File: src/rtl/batch_rank_sched.sv
module batch_rank_sched #(
  parameter int NT = 4,
  parameter int NB = 4,
  parameter int DEPTH = 4,
  parameter int ROWW = 4,
  localparam int TW = $clog2(NT),
  localparam int BW = $clog2(NB),
  localparam int CW = $clog2(DEPTH + 1),
  localparam int IW = $clog2(DEPTH),
  localparam int SW = $clog2(NB * DEPTH + 1)
) (
  input  logic               clk,
  input  logic               rst_n,
  input  logic [CW-1:0]      mark_cap,
  input  logic               req_valid,
  output logic               req_ready,
  input  logic [TW-1:0]      req_thread,
  input  logic [BW-1:0]      req_bank,
  input  logic [ROWW-1:0]    req_row,
  input  logic [NB-1:0]      bank_ready,
  output logic [NB-1:0]      gnt_valid,
  output logic [NB*TW-1:0]   gnt_thread,
  output logic [NB*ROWW-1:0] gnt_row,
  output logic               batch_done
);

  logic [TW-1:0]   q_thr  [NB][DEPTH];
  logic [ROWW-1:0] q_row  [NB][DEPTH];
  logic [DEPTH-1:0] q_mark [NB];
  logic [CW-1:0]   cnt    [NB];
  logic [ROWW-1:0] open_row [NB];
  logic [NB-1:0]   open_v;
  logic [TW-1:0]   rank [NT];

  logic [DEPTH-1:0] mk_new [NB];
  logic [CW-1:0]   pcnt [NT][NB];
  logic [CW-1:0]   mx   [NT];
  logic [SW-1:0]   tot  [NT];
  logic [TW-1:0]   nrank [NT];
  logic [SW-1:0]   mtot, mdone;
  logic [IW-1:0]   sel [NB];
  logic [NB-1:0]   found, issue, bank_has_mark;
  logic [TW+1:0]   key, bkey;
  logic            form, any_req, accept;

  wire [CW-1:0] cap_eff = (mark_cap == '0) ? CW'(1) : mark_cap;

  always_comb begin
    mtot = '0;
    any_req = 1'b0;
    for (int t = 0; t < NT; t++)
      for (int b = 0; b < NB; b++) pcnt[t][b] = '0;
    for (int b = 0; b < NB; b++) begin
      mk_new[b] = '0;
      bank_has_mark[b] = |q_mark[b];
      any_req = any_req | (cnt[b] != '0);
      for (int i = 0; i < DEPTH; i++) begin
        if (CW'(i) < cnt[b]) begin
          mtot = mtot + SW'(q_mark[b][i]);
          if (pcnt[q_thr[b][i]][b] < cap_eff) begin
            mk_new[b][i] = 1'b1;
            pcnt[q_thr[b][i]][b] = pcnt[q_thr[b][i]][b] + CW'(1);
          end
        end
      end
    end
    for (int t = 0; t < NT; t++) begin
      mx[t] = '0;
      tot[t] = '0;
      for (int b = 0; b < NB; b++) begin
        if (pcnt[t][b] > mx[t]) mx[t] = pcnt[t][b];
        tot[t] = tot[t] + SW'(pcnt[t][b]);
      end
    end
    for (int t = 0; t < NT; t++) begin
      nrank[t] = '0;
      for (int u = 0; u < NT; u++)
        if (u != t && ((mx[u] < mx[t]) || (mx[u] == mx[t] && tot[u] < tot[t]) ||
                       (mx[u] == mx[t] && tot[u] == tot[t] && u < t)))
          nrank[t] = nrank[t] + TW'(1);
    end
  end

  always_comb begin
    key = '0;
    bkey = '0;
    for (int b = 0; b < NB; b++) begin
      found[b] = 1'b0;
      sel[b] = '0;
      bkey = '0;
      for (int i = 0; i < DEPTH; i++) begin
        if (CW'(i) < cnt[b]) begin
          key = {q_mark[b][i], open_v[b] && (q_row[b][i] == open_row[b]), ~rank[q_thr[b][i]]};
          if (!found[b] || key > bkey) begin
            found[b] = 1'b1;
            sel[b] = IW'(i);
            bkey = key;
          end
        end
      end
    end
  end

  assign form      = (mtot == '0) && any_req;
  assign gnt_valid = found & {NB{!form}};
  assign issue     = gnt_valid & bank_ready;
  assign req_ready = cnt[req_bank] < CW'(DEPTH);
  assign accept    = req_valid && req_ready;

  always_comb begin
    mdone = '0;
    for (int b = 0; b < NB; b++) mdone = mdone + SW'(issue[b] & q_mark[b][sel[b]]);
  end
  assign batch_done = (mtot != '0) && (mdone == mtot);

  for (genvar b = 0; b < NB; b++) begin : g_out
    assign gnt_thread[b*TW +: TW]     = q_thr[b][sel[b]];
    assign gnt_row[b*ROWW +: ROWW]    = q_row[b][sel[b]];
  end

  always_ff @(posedge clk or negedge rst_n) begin
    if (!rst_n) begin
      open_v <= '0;
      for (int t = 0; t < NT; t++) rank[t] <= '0;
      for (int b = 0; b < NB; b++) begin
        cnt[b] <= '0;
        q_mark[b] <= '0;
        open_row[b] <= '0;
        for (int i = 0; i < DEPTH; i++) begin
          q_thr[b][i] <= '0;
          q_row[b][i] <= '0;
        end
      end
    end else begin
      if (form) begin
        for (int b = 0; b < NB; b++) q_mark[b] <= mk_new[b];
        for (int t = 0; t < NT; t++) rank[t] <= nrank[t];
      end
      for (int b = 0; b < NB; b++) begin
        if (issue[b]) begin
          open_row[b] <= q_row[b][sel[b]];
          open_v[b] <= 1'b1;
          for (int i = 0; i < DEPTH - 1; i++) begin
            if (IW'(i) >= sel[b]) begin
              q_thr[b][i]  <= q_thr[b][i+1];
              q_row[b][i]  <= q_row[b][i+1];
              q_mark[b][i] <= q_mark[b][i+1];
            end
          end
          q_mark[b][DEPTH-1] <= 1'b0;
        end
        if (accept && req_bank == BW'(b)) begin
          q_thr[b][IW'(cnt[b] - CW'(issue[b]))]  <= req_thread;
          q_row[b][IW'(cnt[b] - CW'(issue[b]))]  <= req_row;
          q_mark[b][IW'(cnt[b] - CW'(issue[b]))] <= 1'b0;
        end
        cnt[b] <= cnt[b] + CW'(accept && req_bank == BW'(b)) - CW'(issue[b]);
      end
    end
  end

  a_r1_batch_marks: assert property (@(posedge clk) disable iff (!rst_n)
    form |=> (mtot != '0));
  a_r7_done_empties: assert property (@(posedge clk) disable iff (!rst_n)
    batch_done |=> !(|bank_has_mark));

  for (genvar b = 0; b < NB; b++) begin : g_chk
    a_r2_marked_first: assert property (@(posedge clk) disable iff (!rst_n)
      (gnt_valid[b] && bank_has_mark[b]) |-> q_mark[b][sel[b]]);
    a_r3_open_row: assert property (@(posedge clk) disable iff (!rst_n)
      issue[b] |=> (open_v[b] && open_row[b] == $past(gnt_row[b*ROWW +: ROWW])));
    a_r8_append: assert property (@(posedge clk) disable iff (!rst_n)
      (accept && req_bank == BW'(b) && !issue[b]) |=> (cnt[b] == $past(cnt[b]) + CW'(1)));
    a_r8_no_overflow: assert property (@(posedge clk) disable iff (!rst_n)
      cnt[b] <= CW'(DEPTH));
  end

endmodule

File: config.mk
export PLATFORM = sky130hd
export DESIGN_NAME = batch_rank_sched
export DESIGN_NICKNAME = d
export VERILOG_FILES = /design/src/rtl/batch_rank_sched.sv
export SDC_FILE = /design/constraint.sdc
export NUM_CORES = 1
export LEC_CHECK = 0
export BUFFER_PORTS_ARGS = -buffer_cell sky130_fd_sc_hd__buf_2
export CORE_MARGIN = 8
export CORE_UTILIZATION = 61
export CTS_CLUSTER_DIAMETER = 30
export DETAILED_ROUTE_END_ITERATION = 12
export GPL_ROUTABILITY_DRIVEN = 1
export MAX_ROUTING_LAYER = met4
export PLACE_DENSITY = 0.78
export SLEW_MARGIN = 20
export SYNTH_ARGS = -nofsm -noshare
export SYNTH_HDL_FRONTEND = slang
export SYNTH_SLANG_ARGS = --single-unit
File: constraint.sdc
create_clock -name clk -period 18.8 [get_ports clk]
set_clock_uncertainty 0.05 [all_clocks]
set_input_delay 0.94 -clock clk [delete_from_list [all_inputs] [get_ports clk]]
set_output_delay 0.94 -clock clk [all_outputs]
set_load 0.005 [all_outputs]
Word level (Yosys, flattened, before mapping)
Cells that the tools add are included.
{"block": "classes", "n_addsub": 66, "n_lt_le_gt_ge": 154, "reduce_logical": 116, "muxes": 452, "bitwise_logic": 59, "n_shift": 0, "multipliers": 0, "div_mod_pow": 0, "eq_ne": 38}
{"op": "2-to-1 mux 48 bit", "n": 32}
{"op": "bitwise mux 48 bit", "n": 15}
{"op": "binary-select mux 12 bit (select 2 bit)", "n": 16}
{"op": "demux 12 bit (select 2 bit)", "n": 16}
{"op": "2-to-1 mux 4 bit", "n": 52}
{"op": "2-to-1 mux 12 bit", "n": 16}
{"op": "2-to-1 mux 2 bit", "n": 80}
{"op": "2-to-1 mux 9 bit", "n": 12}
{"op": "2-to-1 mux 6 bit", "n": 16}
{"op": "2-to-1 mux 1 bit", "n": 93}
{"op": "2-to-1 mux 3 bit", "n": 31}
{"op": "< comparator 3 bit", "n": 28}
{"op": "binary-select mux 2 bit (select 2 bit)", "n": 20}
{"op": "2-to-1 mux 16 bit", "n": 5}
{"op": "adder 5 x 1 -> 5 bit", "n": 15}
{"op": "greater-or-equal comparator 3 bit, second input constant", "n": 25}
{"op": "2-to-1 mux 5 bit", "n": 15}
{"op": "NOT 2 -> 3 bit", "n": 25}
{"op": "logical AND 1 bit", "n": 65}
{"op": "bitwise mux 16 bit", "n": 4}
{"op": "== test 4 bit", "n": 16}
{"op": "< comparator 3 x 1 -> 1 bit, second input constant", "n": 20}
{"op": "< comparator 5 bit", "n": 12}
{"op": "adder 3 x 1 -> 3 bit, second input constant", "n": 16}
{"op": "46 further kinds", "n": 240}
{"block": "word_totals", "latchBits": 0, "ramBits": 0, "rom_bits": 0, "input_bits": 18, "out_inout_bits": 30, "wordCells": 937, "n_memories": 0, "reg_bits": 152}

Logic depth before layout (Yosys ltp)
{"block": "logic_depth", "word_depth": 130, "ltp_mapped": 69, "mapped_depth_nobuf": 65}

Least setup slack after synthesis
Ideal clock, no wire load.
{"block": "synth_timing", "path_kind": "register to output", "from": "reg cnt[11] (netlist bit)", "to": "out batch_done", "stages_incl_launch_ff": 68, "t_required_ns": 17.810, "setup_slack_ns": 5.411, "arrival_ns": 12.399, "path_cell_list": "dfrtp_1 clkbuf_1 inv_1 ha_1 buf_2 nand2b_1 clkbuf_1 nand2_1 ha_1 o21ai_0 ha_1 mux2i_1 o22ai_1 ha_1 nand2b_1 o21a_1 ha_1 ha_1 [... 32 more ...] nor2_1 a221oi_1 ha_1 nand2_1 xor2_1 nand4_1 and3b_1 mux2i_4 and2_1 buf_2 o211ai_1 fa_1 inv_1 ha_1 ha_1 xor2_1 o2111ai_1 a21oi_1"}
{"block": "synth_via", "elab_chain_cells": 43, "elab_cells_between_ends": 83, "cone_classes": "add/sub: 18; order compare: 7; eq/ne: 1; mux: 36; bitwise: 9; reduce/logical: 12"}
{"element": "from (decl)", "line": "30", "text": "logic [CW-1:0] cnt [NB];"}
{"element": "from (signal, indexed assignment)", "line": "157", "text": "cnt[b] <= cnt[b] + CW'(accept && req_bank == BW'(b)) - CW'(issue[b]);"}
{"element": "< comparator 1 x 3 -> 1 bit", "line": "58, 92"}
{"element": "2-to-1 mux 1 bit", "line": "58", "text": "if (CW'(i) < cnt[b]) begin"}
{"element": "adder 5 x 1 -> 5 bit", "line": "59", "text": "mtot = mtot + SW'(q_mark[b][i]);"}
{"element": "2-to-1 mux 5 bit", "line": "58"}
{"element": "adder 5 x 1 -> 5 bit", "line": "59"}
{"element": "2-to-1 mux 5 bit", "line": "58"}
{"element": "adder 5 x 1 -> 5 bit", "line": "59"}
{"element": "2-to-1 mux 5 bit", "line": "58"}
{"element": "[... 27 more ...]"}
{"element": "AND 4 bit", "line": "105", "text": "assign gnt_valid = found & {NB{!form}};"}
{"element": "AND 4 bit", "line": "106", "text": "assign issue = gnt_valid & bank_ready;"}
{"element": "AND 1 bit", "line": "112", "text": "for (int b = 0; b < NB; b++) mdone = mdone + SW'(issue[b] & q_mark[b][sel[b]]);"}
{"element": "adder 1 x 1 -> 2 bit", "line": "112"}
{"element": "adder 2 x 1 -> 3 bit", "line": "112"}
{"element": "adder 3 x 1 -> 4 bit", "line": "112"}
{"element": "== test 4 x 5 -> 1 bit", "line": "114", "text": "assign batch_done = (mtot != '0) && (mdone == mtot);"}
{"element": "logical AND 1 bit *", "line": "114"}
{"element": "to (decl)", "line": "24", "text": "output logic batch_done"}
Mark *: on every way between the ends. The rest lies on a longest branch, timed or not. The select of a mux whose other input is x is not followed.

Final worst setup path
Same ends and word-level chain as after synthesis.

==> impl_metrics.ini <==
[cts]
cts_inserted_buffers = 17
hold_buffers = 0
post_cts_buffers = 0
path_clk_slew_ns = 0.07
htree_levels = 4
cts_tree = done
cts_root_buffer = clkbuf_16
post_cts_resized = 0
clock-sinks = 152
clkLatencyLatePin_ns = 0.44
cts.path.max_buffers = 2

[floorplan]
die_x_um = 199.3
io-pin-count = 48
chipHeight_um = 199.3
start_util_pct = 61.57
std_cell_rows = 67
core_sq_mm = 0.03328
dieArea_sq_mm = 0.03971

[route]
drc = 0
wl_per_cell_um = 22.08
via_per_inst = 6.709
drt_iter0_drc = 2038
drt_wl_total_mm = 60.26
firstDrtPassIters = 6
detail-route-antenna-nets = 0
num_vias = 18309

[finish]
mostFrequentLayoutCells = 227 x ha_1, 153 x inv_1, 152 x dfrtp_1, 149 x nand2_1, 134 x nor2_1
multi_input_area_sq_mm = 0.01549
antenna_cells = 0
layout.cells.most_common = ha_1
final_area_sq_mm = 0.02149
drive_gt1_share_pct = 11.71
area_delta_synth_final_pct = 4.879
regArea_sq_mm = 0.003804
final_nets = 2543
fillerInstances = 2733

[setup_path]
ff2ff_setup_slack_ns = 3.74
ff2ff_path_depth = 59
cp_slowest_cell = ha_1
slowest_delay_ns = 0.66
endpoint_kind = output port
cpMostUsedCell = ha_1
worst-path-max-fanout = 110
startpoint_type = flip-flop
r2r-start = cnt[11]$_DFF_PN0_
cp_data_arrival_time_ns = 15.65
cp.required_ns = 17.81
path_class = reg2out

[timing]
rsz0062_at_grt = false
slew_headroom_pct = 23.25
worst_slack_ns = 2.157
fin_crit_sh_pct = 88.53
layout_min_cycle_time_ns = 16.64
finalHoldViolCount = 0
tns_ns = 0
slew_violations = 0
worst_pin_slew_ns = 1.144
holdWs_ns = 0.3299
fmax_ghz = 0.06008
setup_viol = 0

[synth]
synthDistinctLibCells = 97
synth_area_sq_mm = 0.02049
synth_warnings = 0
yosys_most_used_dff = dfrtp_1
async_flop_share_pct = 100.0
yosys_register_bits = 152
syn_inst = 2335
synth.avg_cell_area_sq_um = 8.776
synth_edf_count = 0
ys_seq_area_share_pct = 18.56
syn_nets = 2609

[outcome]
status = finished clean

[placement]
hpwlAfterDp_mm = 45.57
gp_congestion = 0.9674
placed_area_sq_mm = 0.02082
port_buffers = 47
post-place-ws_ns = 2.899

[job]
drv_cap = 0

[global_route]
grt_pass1_vias = 17785
gr-total-overflow = 0
grt_usage_pct = 31.06
grt_max_degree = 111
grt_pass1_wl_mm = 95.48
antenna_found_initial = 0

[min_path]
hold_path_class = in2async
-- Yosys cell counts (all sizes together) (6+ instances only) --
cell type	number	area share, %
ha	227	14
inv	154	2.8
dfrtp	152	19
nand2	149	2.7
nor2	134	2.5
a21oi	115	2.9
clkbuf	108	2.0
mux2i	108	5.4
mux2	102	5.6
o21ai	99	2.4
xor2	93	4.1
xnor2	65	3.1
o22a	63	2.7
a31o	61	2.6
a21boi	60	2.2
nor2b	51	1.6
nand2b	49	1.5
a31oi	44	1.3
buf	43	1.1
mux4	42	4.6
nand3	41	1.1
nor3	37	0.95
o21a	30	1.1
fa	29	2.8
a21o	25	0.92
nor4	24	0.76
and3	18	0.55
nand4	18	0.55
o31ai	16	0.59
a211oi	15	0.57
or2	15	0.46
or3	15	0.46
and2	14	0.43
a21bo	12	0.59
o22ai	12	0.37
nor4b	9	0.38
a41oi	8	0.34
nand3b	8	0.29
a32oi	6	0.26
nor3b	6	0.30
-- worst max-delay path by stage --
stage               slack (ns)               from         end  cells past startpoint
floorplan                 5.41  cnt[11]$_DFF_PN0_  batch_done                     67
global placement          3.51  cnt[11]$_DFF_PN0_  batch_done                     65
global route              1.18  cnt[11]$_DFF_PN0_  batch_done                     65
detailed placement        2.90  cnt[11]$_DFF_PN0_  batch_done                     65
finish                    2.16  cnt[11]$_DFF_PN0_  batch_done                     65
CTS                       2.37  cnt[11]$_DFF_PN0_  batch_done                     65
-- per-layer routing --
layer / part of all wire [%] / up-vias / track usage [%]
li1: - / 8402 / -
met2: 45 / 859 / 47.46
met5: 0 / - / -
met4: 4.0 / 0 / 13.23
met1: 43 / 8890 / 40.81
met3: 7.9 / 158 / 4.547
-- cell type report --
cell class                      count  area share, %
Multi-Input combinational cell   1877          72.08
Sequential cell                   152          17.70
Inverter                          155          2.707
Tap cell                          448          2.608
Clock buffer                       18          2.043
Timing Repair Buffer               66          1.845
Clock inverter                     13          1.013
-- worst max-delay path: cells and delay by family, from the launching register on --
kind / cells / cell delay [ns]
xor gates and xnor gates: 1 / 0.22
AOI/OAI and AO/OA: 16 / 2.57
DFF: 1 / 0.55
buffers and inverters: 7 / 1.08
adders and majority gates: 20 / 6.88
and+or+nand+nor: 15 / 2.46
muxes: 6 / 1.38
-- logic make-up (layout without fill, tap and decap cells) --
| group | after synthesis | count (layout) | synth area share (%) |
|---|---|---|---|
| AO/OA/AOI/OAI | 611 | 611 | 20.95 |
| multiplexers | 252 | 252 | 15.58 |
| buffers and inverters | 306 | 252 | 5.959 |
| AND/OR/NAND/NOR | 598 | 598 | 14.86 |
| flip-flops | 152 | 152 | 18.56 |
| XOR/XNOR | 160 | 160 | 7.400 |
| adder cells (fa/ha/maj) | 256 | 256 | 16.69 |
-- per-stage QoR --
stage | utilization [%] | cells
2_1_floorplan | - | 2335
3_3_place_gp | 62.53 | 2698
3_5_place_dp | 62.56 | 2698
4_1_cts | 64.53 | 2729
5_1_grt | 64.58 | 2729
6_report | 64.58 | 2729
Power is left out: the tool's default activity adds up to more than one toggle a clock period on the data nets, which glitch-free logic cannot reach.
